`config.mk`:
```
export PLATFORM = sky130hd
export DESIGN_NAME = sdac_ctrl
export DESIGN_NICKNAME = d
export VERILOG_FILES = /design/src/rtl/sdac_pkg.sv /design/src/rtl/sdac_sync.sv /design/src/rtl/sdac_rx.sv /design/src/rtl/sdac_ctl.sv /design/src/rtl/sdac_ctrl.sv
export SDC_FILE = /design/constraint.sdc
export NUM_CORES = 1
export LEC_CHECK = 0
export ABC_CLOCK_PERIOD_IN_PS = 2000
export BUFFER_PORTS_ARGS = -buffer_cell sky130_fd_sc_hd__clkbuf_2
export CORE_ASPECT_RATIO = 0.7
export CORE_MARGIN = 10
export CORE_UTILIZATION = 56
export CTS_BUF_LIST = sky130_fd_sc_hd__clkbuf_4
export DETAILED_ROUTE_END_ITERATION = 8
export PLACE_DENSITY = 0.75
export SLEW_MARGIN = 20
export SYNTH_ARGS = -nofsm -noshare
export SYNTH_HDL_FRONTEND = slang
export SYNTH_SLANG_ARGS = --single-unit
```
`constraint.sdc`:
```
create_clock -name clk -period 2 [get_ports clk]
set_input_delay 0.1 -clock clk [delete_from_list [all_inputs] [get_ports clk]]
set_output_delay 0.1 -clock clk [all_outputs]
set_load 0.05 [all_outputs]
```
`src/rtl/sdac_pkg.sv`:
```
`timescale 1ns/1ps
package sdac_pkg;
  localparam int DAC_W   = 10;
  localparam int MODE_W  = 2;
  localparam int FRAME_W = 16;
  localparam int KEEP_W  = MODE_W + DAC_W;

  typedef enum logic [MODE_W-1:0] {
    MD_RUN    = 2'b00,
    MD_SD_1K  = 2'b01,
    MD_SD_100K = 2'b10,
    MD_SD_HIZ = 2'b11
  } sdac_mode_e;
endpackage

```
`src/rtl/sdac_sync.sv`:
```
`timescale 1ns/1ps
module sdac_sync #(
  parameter int            W       = 1,
  parameter logic [W-1:0]  RST_VAL = '0
) (
  input  logic         clk,
  input  logic         rst_n,
  input  logic [W-1:0] d,
  output logic [W-1:0] q
);
  logic [W-1:0] stg1;

  always_ff @(posedge clk or negedge rst_n) begin
    if (!rst_n) begin
      stg1 <= RST_VAL;
      q    <= RST_VAL;
    end else begin
      stg1 <= d;
      q    <= stg1;
    end
  end
endmodule

```
`src/rtl/sdac_rx.sv`:
```
`timescale 1ns/1ps
module sdac_rx import sdac_pkg::*; #(
  parameter int CS_HI_MIN = 20
) (
  input  logic              clk,
  input  logic              rst_n,
  input  logic              sclk_s,
  input  logic              cs_s,
  input  logic              din_s,
  output logic              word_vld,
  output logic [KEEP_W-1:0] word,
  output logic              viol_p
);
  localparam int CNT_W = $clog2(FRAME_W);
  localparam int HI_W  = $clog2(CS_HI_MIN + 1);
  localparam int SR_W  = FRAME_W - 1;

  logic              cs_d, sclk_d;
  logic              armed, armed_n;
  logic [CNT_W-1:0]  cnt, cnt_n;
  logic [SR_W-1:0]   sr, sr_n;
  logic [HI_W-1:0]   hi_cnt, hi_cnt_n;
  logic              vld_n, viol_n, word_en;
  logic              cs_fall, sclk_fall;

  assign cs_fall   = cs_d & ~cs_s;
  assign sclk_fall = sclk_d & ~sclk_s;

  always_comb begin
    armed_n = armed;
    cnt_n   = cnt;
    sr_n    = sr;
    vld_n   = 1'b0;
    viol_n  = 1'b0;
    word_en = 1'b0;
    if (cs_fall) begin
      armed_n = 1'b1;
      cnt_n   = '0;
      viol_n  = (hi_cnt < HI_W'(CS_HI_MIN));
    end else if (cs_s) begin
      armed_n = 1'b0;
    end else if (armed && sclk_fall) begin
      sr_n = {sr[SR_W-2:0], din_s};
      if (cnt == CNT_W'(FRAME_W - 1)) begin
        vld_n   = 1'b1;
        word_en = 1'b1;
        armed_n = 1'b0;
      end else begin
        cnt_n = cnt + 1'b1;
      end
    end
    if (!cs_s)
      hi_cnt_n = '0;
    else if (hi_cnt < HI_W'(CS_HI_MIN))
      hi_cnt_n = hi_cnt + 1'b1;
    else
      hi_cnt_n = hi_cnt;
  end

  always_ff @(posedge clk or negedge rst_n) begin
    if (!rst_n) begin
      cs_d     <= 1'b1;
      sclk_d   <= 1'b0;
      armed    <= 1'b0;
      cnt      <= '0;
      sr       <= '0;
      hi_cnt   <= HI_W'(CS_HI_MIN);
      word_vld <= 1'b0;
      viol_p   <= 1'b0;
    end else begin
      cs_d     <= cs_s;
      sclk_d   <= sclk_s;
      armed    <= armed_n;
      cnt      <= cnt_n;
      sr       <= sr_n;
      hi_cnt   <= hi_cnt_n;
      word_vld <= vld_n;
      viol_p   <= viol_n;
    end
  end

  // kept field is frame bits [15:4]: taken from the shift register before the last bit lands
  always_ff @(posedge clk or negedge rst_n) begin
    if (!rst_n)
      word <= '0;
    else if (word_en)
      word <= sr[SR_W-1 -: KEEP_W];
  end
endmodule

```
`src/rtl/sdac_ctl.sv`:
```
`timescale 1ns/1ps
module sdac_ctl import sdac_pkg::*; #(
  parameter int WAKE_CYC = 2000
) (
  input  logic              clk,
  input  logic              rst_n,
  input  logic              cmd_vld,
  input  logic [MODE_W-1:0] cmd_mode,
  input  logic [DAC_W-1:0]  cmd_code,
  input  logic              viol_p,
  output logic [DAC_W-1:0]  code,
  output sdac_mode_e        mode,
  output logic              ready,
  output logic              wr_err,
  output logic              cs_viol
);
  localparam int WK_W = $clog2(WAKE_CYC + 1);

  sdac_mode_e       mode_n, req_mode;
  logic [DAC_W-1:0] code_n;
  logic [WK_W-1:0]  wcnt, wcnt_n;
  logic             err_n, viol_n;

  assign req_mode = sdac_mode_e'(cmd_mode);
  assign ready    = (wcnt == '0);

  always_comb begin
    mode_n = mode;
    code_n = code;
    err_n  = wr_err;
    viol_n = cs_viol | viol_p;
    wcnt_n = (wcnt != '0) ? wcnt - 1'b1 : wcnt;
    if (cmd_vld) begin
      if (req_mode != MD_RUN) begin
        mode_n = req_mode;
        wcnt_n = '0;
      end else if (mode != MD_RUN) begin
        mode_n = MD_RUN;
        wcnt_n = WK_W'(WAKE_CYC);
      end else if (wcnt == '0) begin
        code_n = cmd_code;
      end else begin
        err_n = 1'b1;
      end
    end
  end

  always_ff @(posedge clk or negedge rst_n) begin
    if (!rst_n) begin
      mode    <= MD_SD_100K;
      code    <= '0;
      wcnt    <= '0;
      wr_err  <= 1'b0;
      cs_viol <= 1'b0;
    end else begin
      mode    <= mode_n;
      code    <= code_n;
      wcnt    <= wcnt_n;
      wr_err  <= err_n;
      cs_viol <= viol_n;
    end
  end
endmodule

```
`src/rtl/sdac_ctrl.sv`:
```
`timescale 1ns/1ps
module sdac_ctrl import sdac_pkg::*; #(
  parameter int CS_HI_MIN = 20,
  parameter int WAKE_CYC  = 2000
) (
  input  logic             clk,
  input  logic             rst_n,
  input  logic             sclk,
  input  logic             cs_n,
  input  logic             din,
  output logic [DAC_W-1:0] dac_code,
  output logic             pwr_down,
  output logic [1:0]       term_sel,
  output logic             ready,
  output logic             wr_err,
  output logic             cs_viol
);
  logic              sclk_s, cs_s, din_s;
  logic              rx_vld, rx_viol;
  logic [KEEP_W-1:0] rx_word;
  logic [MODE_W-1:0] rx_mode;
  logic [DAC_W-1:0]  rx_code;
  sdac_mode_e        cur_mode;

  sdac_sync #(.W(3), .RST_VAL(3'b010)) u_sync (
    .clk   (clk),
    .rst_n (rst_n),
    .d     ({sclk, cs_n, din}),
    .q     ({sclk_s, cs_s, din_s})
  );

  sdac_rx #(.CS_HI_MIN(CS_HI_MIN)) u_rx (
    .clk      (clk),
    .rst_n    (rst_n),
    .sclk_s   (sclk_s),
    .cs_s     (cs_s),
    .din_s    (din_s),
    .word_vld (rx_vld),
    .word     (rx_word),
    .viol_p   (rx_viol)
  );

  assign rx_mode = rx_word[KEEP_W-1 -: MODE_W];
  assign rx_code = rx_word[DAC_W-1:0];

  sdac_ctl #(.WAKE_CYC(WAKE_CYC)) u_ctl (
    .clk      (clk),
    .rst_n    (rst_n),
    .cmd_vld  (rx_vld),
    .cmd_mode (rx_mode),
    .cmd_code (rx_code),
    .viol_p   (rx_viol),
    .code     (dac_code),
    .mode     (cur_mode),
    .ready    (ready),
    .wr_err   (wr_err),
    .cs_viol  (cs_viol)
  );

  assign pwr_down = (cur_mode != MD_RUN);
  assign term_sel = cur_mode;
endmodule

```
==> flow_summary.yaml, run 1 <==
timing:
  min_period_over_period_pct: 95.11
  rsz0062_at_grt: "no"
  tns_ns: 0
  hold_viol: 0
  final_max_slew_viol_count: 0
  maxSlewHeadroom_pct: 69.07
  fmax_mhz: 525.7
  tightest_slew_ns: 0.4591
  setup_viol: 0
  holdWs_ns: 0.2289
  fin_skew_ns: 0.01646
  final.min_clock_period_ns: 1.902
grt:
  grt.overflow.total: 0
  grt_pass1_vias: 1814
  track_usage_pct: 12.54
  antenna_found_initial: 0
  grt_max_degree: 73
  grt_pass1_wl_um: 8618
clock_tree:
  cts_buffers: 9
  clk_latency_ns: 0.41
  tritoncts: "built"
  cts.path.max_buffers: 2
  cts_sinks: 72
  cts_root_buf: "clkbuf_4"
  clkTransAtPathRegs_ns: 0.12
  h-tree-depth: 3
detailed_routing:
  drt_iter0_markers: 80
  post_drt_wl_per_cell_um: 14.86
  dr_total_vias: 1773
  via_per_inst: 5.308
  ant_nets: 0
  route.detailed.drc: 0
  wl_um: 4964
  drt_pass1_iterations: 4
setup_path:
  r2r_slack_ns: 0.1
  crit_path_max_fanout: 10
  r2r_end: "u_ctl.code[0]"
  crit_end: "u_ctl.code[0]"
  worstSetupStartpoint: "u_ctl.wcnt[0]"
  rr_worst_depth: 7
  arrival_ns: 2.19
  endpoint_kind: "register"
  cp-start-kind: "register"
  worst-setup-path-type: "register to register"
  r2r-start: "u_ctl.wcnt[0]"
  crit_required_ns: 2.29
synthesis:
  yosys-top-cells-area: "dfrtp_1, mux2_2, dfstp_2, mux2_4, mux2_1"
  synth_nets: 221
  postSynthCellCount: 212
  synth_warnings: 0
  synth_edf_count: 0
  synth_top_cell_by_area: "dfrtp_1"
  synth_seq_cells: 72
  synth_top_area_share_pct: 54.89
  ys.flop_type: "dfrtp_1"
  synth_area_um2: 3009
  synth_seq_area_share_pct: 60.12
  ys_types: 45
  avgSynthCellArea_um2: 14.19
  async_flop_share_pct: 100.0
pwr:
  vdd_drop_max_uv: 559.4
  finalPower_mw: 2.953
  p_leak_nw: 1.790
  p_per_area_nw_per_um2: 820.9
floorplan:
  ioPinCount: 21
  start_util_pct: 57.54
  dieArea_um2: 8752
  rows: 22
  core_um2: 5230
  dieHeight_um: 81.33
  die_w_um: 107.6
layout:
  stdcell_count: 334
  nets: 266
  final_layout_size_suffix_gt1_share_pct: 35.88
  antennaDiodeCount: 0
  utilization_pct: 68.78
  area_growth_pct: 19.54
  fillers: 375
placed_design:
  placed_cells: 308
  dpl.hpwl_um: 3363
  io_buffer_count: 20
  place.gp.congestion: 0.7590
outcome:
  status: "complete, no violations"
hold_path:
  min_path_type: "primary input to async pin"
job:
  maxCapViolCount: 0
[cells in the mapped netlist, types with 2 or more instances]
| cell type | count |
|---|---|
| nor2_1 | 12 |
| mux2_1 | 12 |
| mux2i_1 | 3 |
| nor4_1 | 2 |
| o21ai_1 | 2 |
| ha_1 | 4 |
| o21ai_0 | 5 |
| nand2b_1 | 6 |
| inv_1 | 4 |
| nand2_1 | 3 |
| dfstp_2 | 6 |
| xnor2_1 | 4 |
| and2_1 | 3 |
| xor2_1 | 4 |
| nor2b_1 | 5 |
| mux2_2 | 17 |
| a211oi_1 | 3 |
| a21oi_1 | 10 |
| mux2_4 | 10 |
| dfrtp_1 | 66 |
| buf_2 | 3 |
| nand3_1 | 5 |
[kinds of logic (layout without fill, tap and decap cells)]
group | Yosys count | after routing | synth area share, %
fa+ha+maj | 4 | 4 | 1.663
flops | 72 | 72 | 60.12
buf+inv | 8 | 58 | 1.372
compound gates | 26 | 26 | 5.322
xor+xnor | 8 | 8 | 2.328
simple gates | 52 | 52 | 12.35
mux | 42 | 42 | 16.84
[registers in the layout, indices dropped and copies added (netlist names)]
register / cells
u_rx.cs_d: 1
u_ctl.mode: 2
u_rx.word_vld: 1
u_rx.sclk_d: 1
u_sync.q: 3
u_ctl.code: 10
u_rx.hi_cnt: 5
u_ctl.wcnt: 11
u_rx.cnt: 4
u_rx.armed: 1
u_rx.sr: 15
u_sync.stg1: 3
u_ctl.wr_err: 1
u_ctl.cs_viol: 1
u_rx.word: 12
u_rx.viol_p: 1
[area by class of cell]
class / count / area, um2 / area share [%]
tap: 72 / 90.09 / 2.504
timing repair buffer: 38 / 284.0 / 7.896
sequential: 72 / 1809 / 50.30
clock buffer: 9 / 67.56 / 1.878
inverter: 4 / 17.52 / 0.4870
multi-input combinational: 132 / 1171 / 32.56
clock inverter: 7 / 157.7 / 4.383
[per-layer routing]
layer  wire length, um  vias to the layer above  global-route usage [%]
met4                87                        0                   5.186
met3               202                        9                   4.901
li1                  -                      843                       -
met5                 0                        -                       0
met1              2309                      897                   15.47
met2              2365                       24                   19.47
[critical path: stages, from the launching register on]
cell     delay [ns]
dfrtp_1        0.41
inv_2          0.09
ha_4           0.14
nor4b_4        0.29
nand3_4        0.12
buf_4          0.17
nor2_8         0.24
mux2_4         0.33
[report_power, final]
part	switching [mW]	total [mW]	internal, mW
Sequential	0.0193	1.51	1.49
Combinational	0.0433	0.0795	0.0363
Clock	0.487	1.36	0.877
Total	0.550	2.95	2.40
[how the worst min path moves through the flow]
stage                      from       endpoint
after floorplan           rst_n  u_ctl.code[0]
after global placement    rst_n     u_rx.sr[6]
after detailed placement  rst_n     u_rx.sr[6]
after CTS                 rst_n  u_ctl.wcnt[7]
after global routing      rst_n   u_rx.word[0]
final                     rst_n  u_ctl.code[3]
[layout by cell type, fill, tap and decap left out, drive strengths merged]
| master | Yosys | routed |
|---|---|---|
| dfrtp | 66 | 66 |
| mux2 | 39 | 39 |
| clkbuf | 0 | 27 |
| buf | 4 | 16 |
| nor2 | 13 | 13 |
| a21oi | 10 | 10 |
| o21ai | 7 | 7 |
| nand2b | 6 | 6 |
| dfstp | 6 | 6 |
| nor2b | 6 | 6 |
| nand3 | 6 | 6 |
| bufinv | 0 | 5 |
| xnor2 | 4 | 4 |
| xor2 | 4 | 4 |
| dlygate4sd3 | 0 | 4 |
| ha | 4 | 4 |
| nor4 | 4 | 4 |
| inv | 4 | 4 |
| mux2i | 3 | 3 |
| a211oi | 3 | 3 |
| and2 | 3 | 3 |
| nand2 | 3 | 3 |
| clkinv | 0 | 2 |
| or4 | 2 | 2 |
| nor4b | 1 | 1 |
| o31a | 1 | 1 |
| or3b | 1 | 1 |
| o21a | 1 | 1 |
| nor3 | 1 | 1 |
| a2111oi | 1 | 1 |
| o31ai | 1 | 1 |
| nand3b | 1 | 1 |
| or2 | 1 | 1 |
| and4bb | 1 | 1 |
| and3 | 1 | 1 |
| nor3b | 1 | 1 |
| nand4b | 1 | 1 |
| o21bai | 1 | 1 |
| a31oi | 1 | 1 |
[stage by stage]
stage          setup slack (ns)  instance area (um2)
2_1_floorplan            0.1394                 3009
3_3_place_gp             0.1885                 3246
3_5_place_dp             0.1149                 3246
4_1_cts                 0.01582                 3566
5_1_grt                0.009643                 3597
6_report                0.09789                 3597
[timing repair]
item | 4_1_cts | 5_1_grt
pin swaps | 1 | 3
gates resized for setup | 6 | 4
hold buffers | 4 | 0
buffers inserted | 4 | 2
setup endpoints to repair | 1 | 12
endpoints found under the hold margin | 75 | 0
Note: power is estimated with default switching activity, not from simulation.
==> inputs of run 2 (changes only) <==
--- a/config.mk
+++ b/config.mk
@@ -6,8 +6,7 @@
 export NUM_CORES = 1
 export LEC_CHECK = 0
-export ABC_CLOCK_PERIOD_IN_PS = 2000
 export BUFFER_PORTS_ARGS = -buffer_cell sky130_fd_sc_hd__clkbuf_2
 export CORE_ASPECT_RATIO = 0.7
-export CORE_MARGIN = 10
+export CORE_MARGIN = 5
 export CORE_UTILIZATION = 56
 export CTS_BUF_LIST = sky130_fd_sc_hd__clkbuf_4
==> constraint.sdc (replaced) <==
create_clock -name clk -period 2 [get_ports clk]
set_input_delay 0.1 -clock clk [delete_from_list [all_inputs] [get_ports clk]]
set_output_delay 0.1 -clock clk [all_outputs]
set_load 0.01 [all_outputs]
==> run 2 against run 1 <==
Fmax shrank 0.27%. Clock skew shrank 0.0071 ns. Clock power shrank 34%.
==> flow_summary.yaml, run 2 (synthesis gave the netlist of run 1 again) <==
clock_tree:
  cts.path.max_buffers: 2
  h-tree-depth: 3
  cts_root_buf: "clkbuf_4"
  cts_buffers: 9
  clkTransAtPathRegs_ns: 0.12
  clk_latency_ns: 0.41
  cts_sinks: 72
  tritoncts: "built"
setup_path:
  r2r-start: "u_ctl.wcnt[0]"
  worst-setup-path-type: "register to register"
  endpoint_kind: "register"
  cp-start-kind: "register"
  arrival_ns: 2.21
  crit_required_ns: 2.30
  crit_path_max_fanout: 10
  worstSetupStartpoint: "u_ctl.wcnt[0]"
detailed_routing:
  post_drt_wl_per_cell_um: 14.60
  route.detailed.drc: 0
  drt_pass1_iterations: 4
  ant_nets: 0
  via_per_inst: 5.366
  wl_um: 4863
  dr_total_vias: 1787
  drt_iter0_markers: 55
pwr:
  p_per_area_nw_per_um2: 715.6
  vdd_drop_max_uv: 590.5
  p_leak_nw: 1.726
  finalPower_mw: 2.484
grt:
  grt_pass1_wl_um: 8687
  grt.overflow.total: 0
  antenna_found_initial: 0
  track_usage_pct: 15.89
  grt_max_degree: 30
  grt_pass1_vias: 1859
timing:
  maxSlewHeadroom_pct: 64.74
  setup_viol: 0
  setup_ws_ns: 0.09274
  holdWs_ns: 0.1867
  final.min_clock_period_ns: 1.907
  tns_ns: 0
  fmax_mhz: 524.3
  rsz0062_at_grt: "yes"
  final_max_slew_viol_count: 0
  hold_viol: 0
  fin_skew_ns: 0.009391
  min_period_over_period_pct: 95.36
  tightest_slew_ns: 0.5289
placed_design:
  io_buffer_count: 20
  dpl_cell_area_um2: 3246
  place.gp.congestion: 0.8144
  dpl.hpwl_um: 3475
  pre_cts_ws_ns: 0.002740
layout:
  final_cell_mix: "dfrtp_1, clkbuf_2, mux2_2"
  antennaDiodeCount: 0
  final_area_um2: 3471
  area_growth_pct: 15.34
  nets: 265
  fillers: 406
  top_register: "u_rx.sr"
  final_layout_size_suffix_gt1_share_pct: 36.02
  largest_reg_flops: 15
  final_common_cell: "dfrtp_1"
  top_regs: "u_rx.sr (15), u_rx.word (12), u_ctl.wcnt (11)"
floorplan:
  rows: 22
  ioPinCount: 21
  die_w_um: 97.62
  core_um2: 5230
  dieHeight_um: 71.33
  start_util_pct: 57.54
  dieArea_um2: 6963
hold_path:
  min_path_type: "primary input to async pin"
outcome:
  status: "complete, no violations"
job:
  maxCapViolCount: 0
run 2: cell count changes in the layout (fill, tap and decap cells not counted), sizes merged:
cell | previous run | this run
buf | 16 | 14
bufinv | 5 | 1
clkbuf | 27 | 28
clkinvlp | 0 | 3
inv | 4 | 5
run 2: through the flow:
| stage | utilization [%] | instances |
|---|---|---|
| 6_report | 66.36 | 333 |
| 5_1_grt | 66.36 | 333 |
| 4_1_cts | 66.05 | 332 |
| 3_5_place_dp | 62.06 | 308 |
| 3_3_place_gp | 62.06 | 308 |
| 2_1_floorplan | - | 212 |
run 2: per-layer routing:
metal	vias up	GRT usage [%]	wire length [um]
met5	-	0	0
met4	0	6.605	57
met3	6	5.253	185
met2	28	24.68	2206
met1	902	20.79	2414
li1	851	-	-
run 2: final timing paths:
| path | endpoint | slack (ns) | depth (start not counted) |
|---|---|---|---|
| setup / recovery | u_ctl.code[7] | 0.09 | 7 |
| hold / removal | u_rx.sr[6] | 0.19 | 2 |
| setup reg to reg | u_ctl.code[7] | 0.09 | 7 |
| hold reg to reg | u_sync.q[1] | 0.36 | 0 |
| max in group asynchronous | u_ctl.wcnt[4] | 1.13 | 3 |
| min in group clk | u_sync.stg1[1] | 0.32 | 2 |
run 2: what timing repair did:
action / CTS / global route
resized for setup: 0 / 4
endpoints found under the hold margin: 24 / 0
setup endpoints to repair: 1 / 2
setup buffers: 4 / 1
pin swaps: 1 / 0
hold buffers: 4 / 0
run 2: cell type report:
| class | count | area (um2) | share of cell area, % |
|---|---|---|---|
| flip-flops and latches | 72 | 1809 | 52.13 |
| well taps | 72 | 90.09 | 2.596 |
| repair buffers | 37 | 254.0 | 7.318 |
| clock buffers | 9 | 67.56 | 1.947 |
| clock inverters | 7 | 71.32 | 2.055 |
| multi-input cells | 132 | 1164 | 33.53 |
| inverters | 4 | 15.01 | 0.4326 |
run 2: critical path, stage by stage, from the launching register on:
cell	delay [ns]
dfrtp_1	0.40
inv_1	0.09
ha_2	0.18
nor4b_4	0.28
nand3_4	0.10
buf_4	0.17
nor2_8	0.26
mux2_4	0.33
run 2: power breakdown:
part           internal [mW]  total (mW)  leakage (nW)  switching, mW
combinational         0.0374      0.0822         0.697         0.0448
clock                  0.380       0.893        0.0683          0.513
sequential              1.49        1.51         0.960         0.0189
total                   1.91        2.48          1.73          0.577
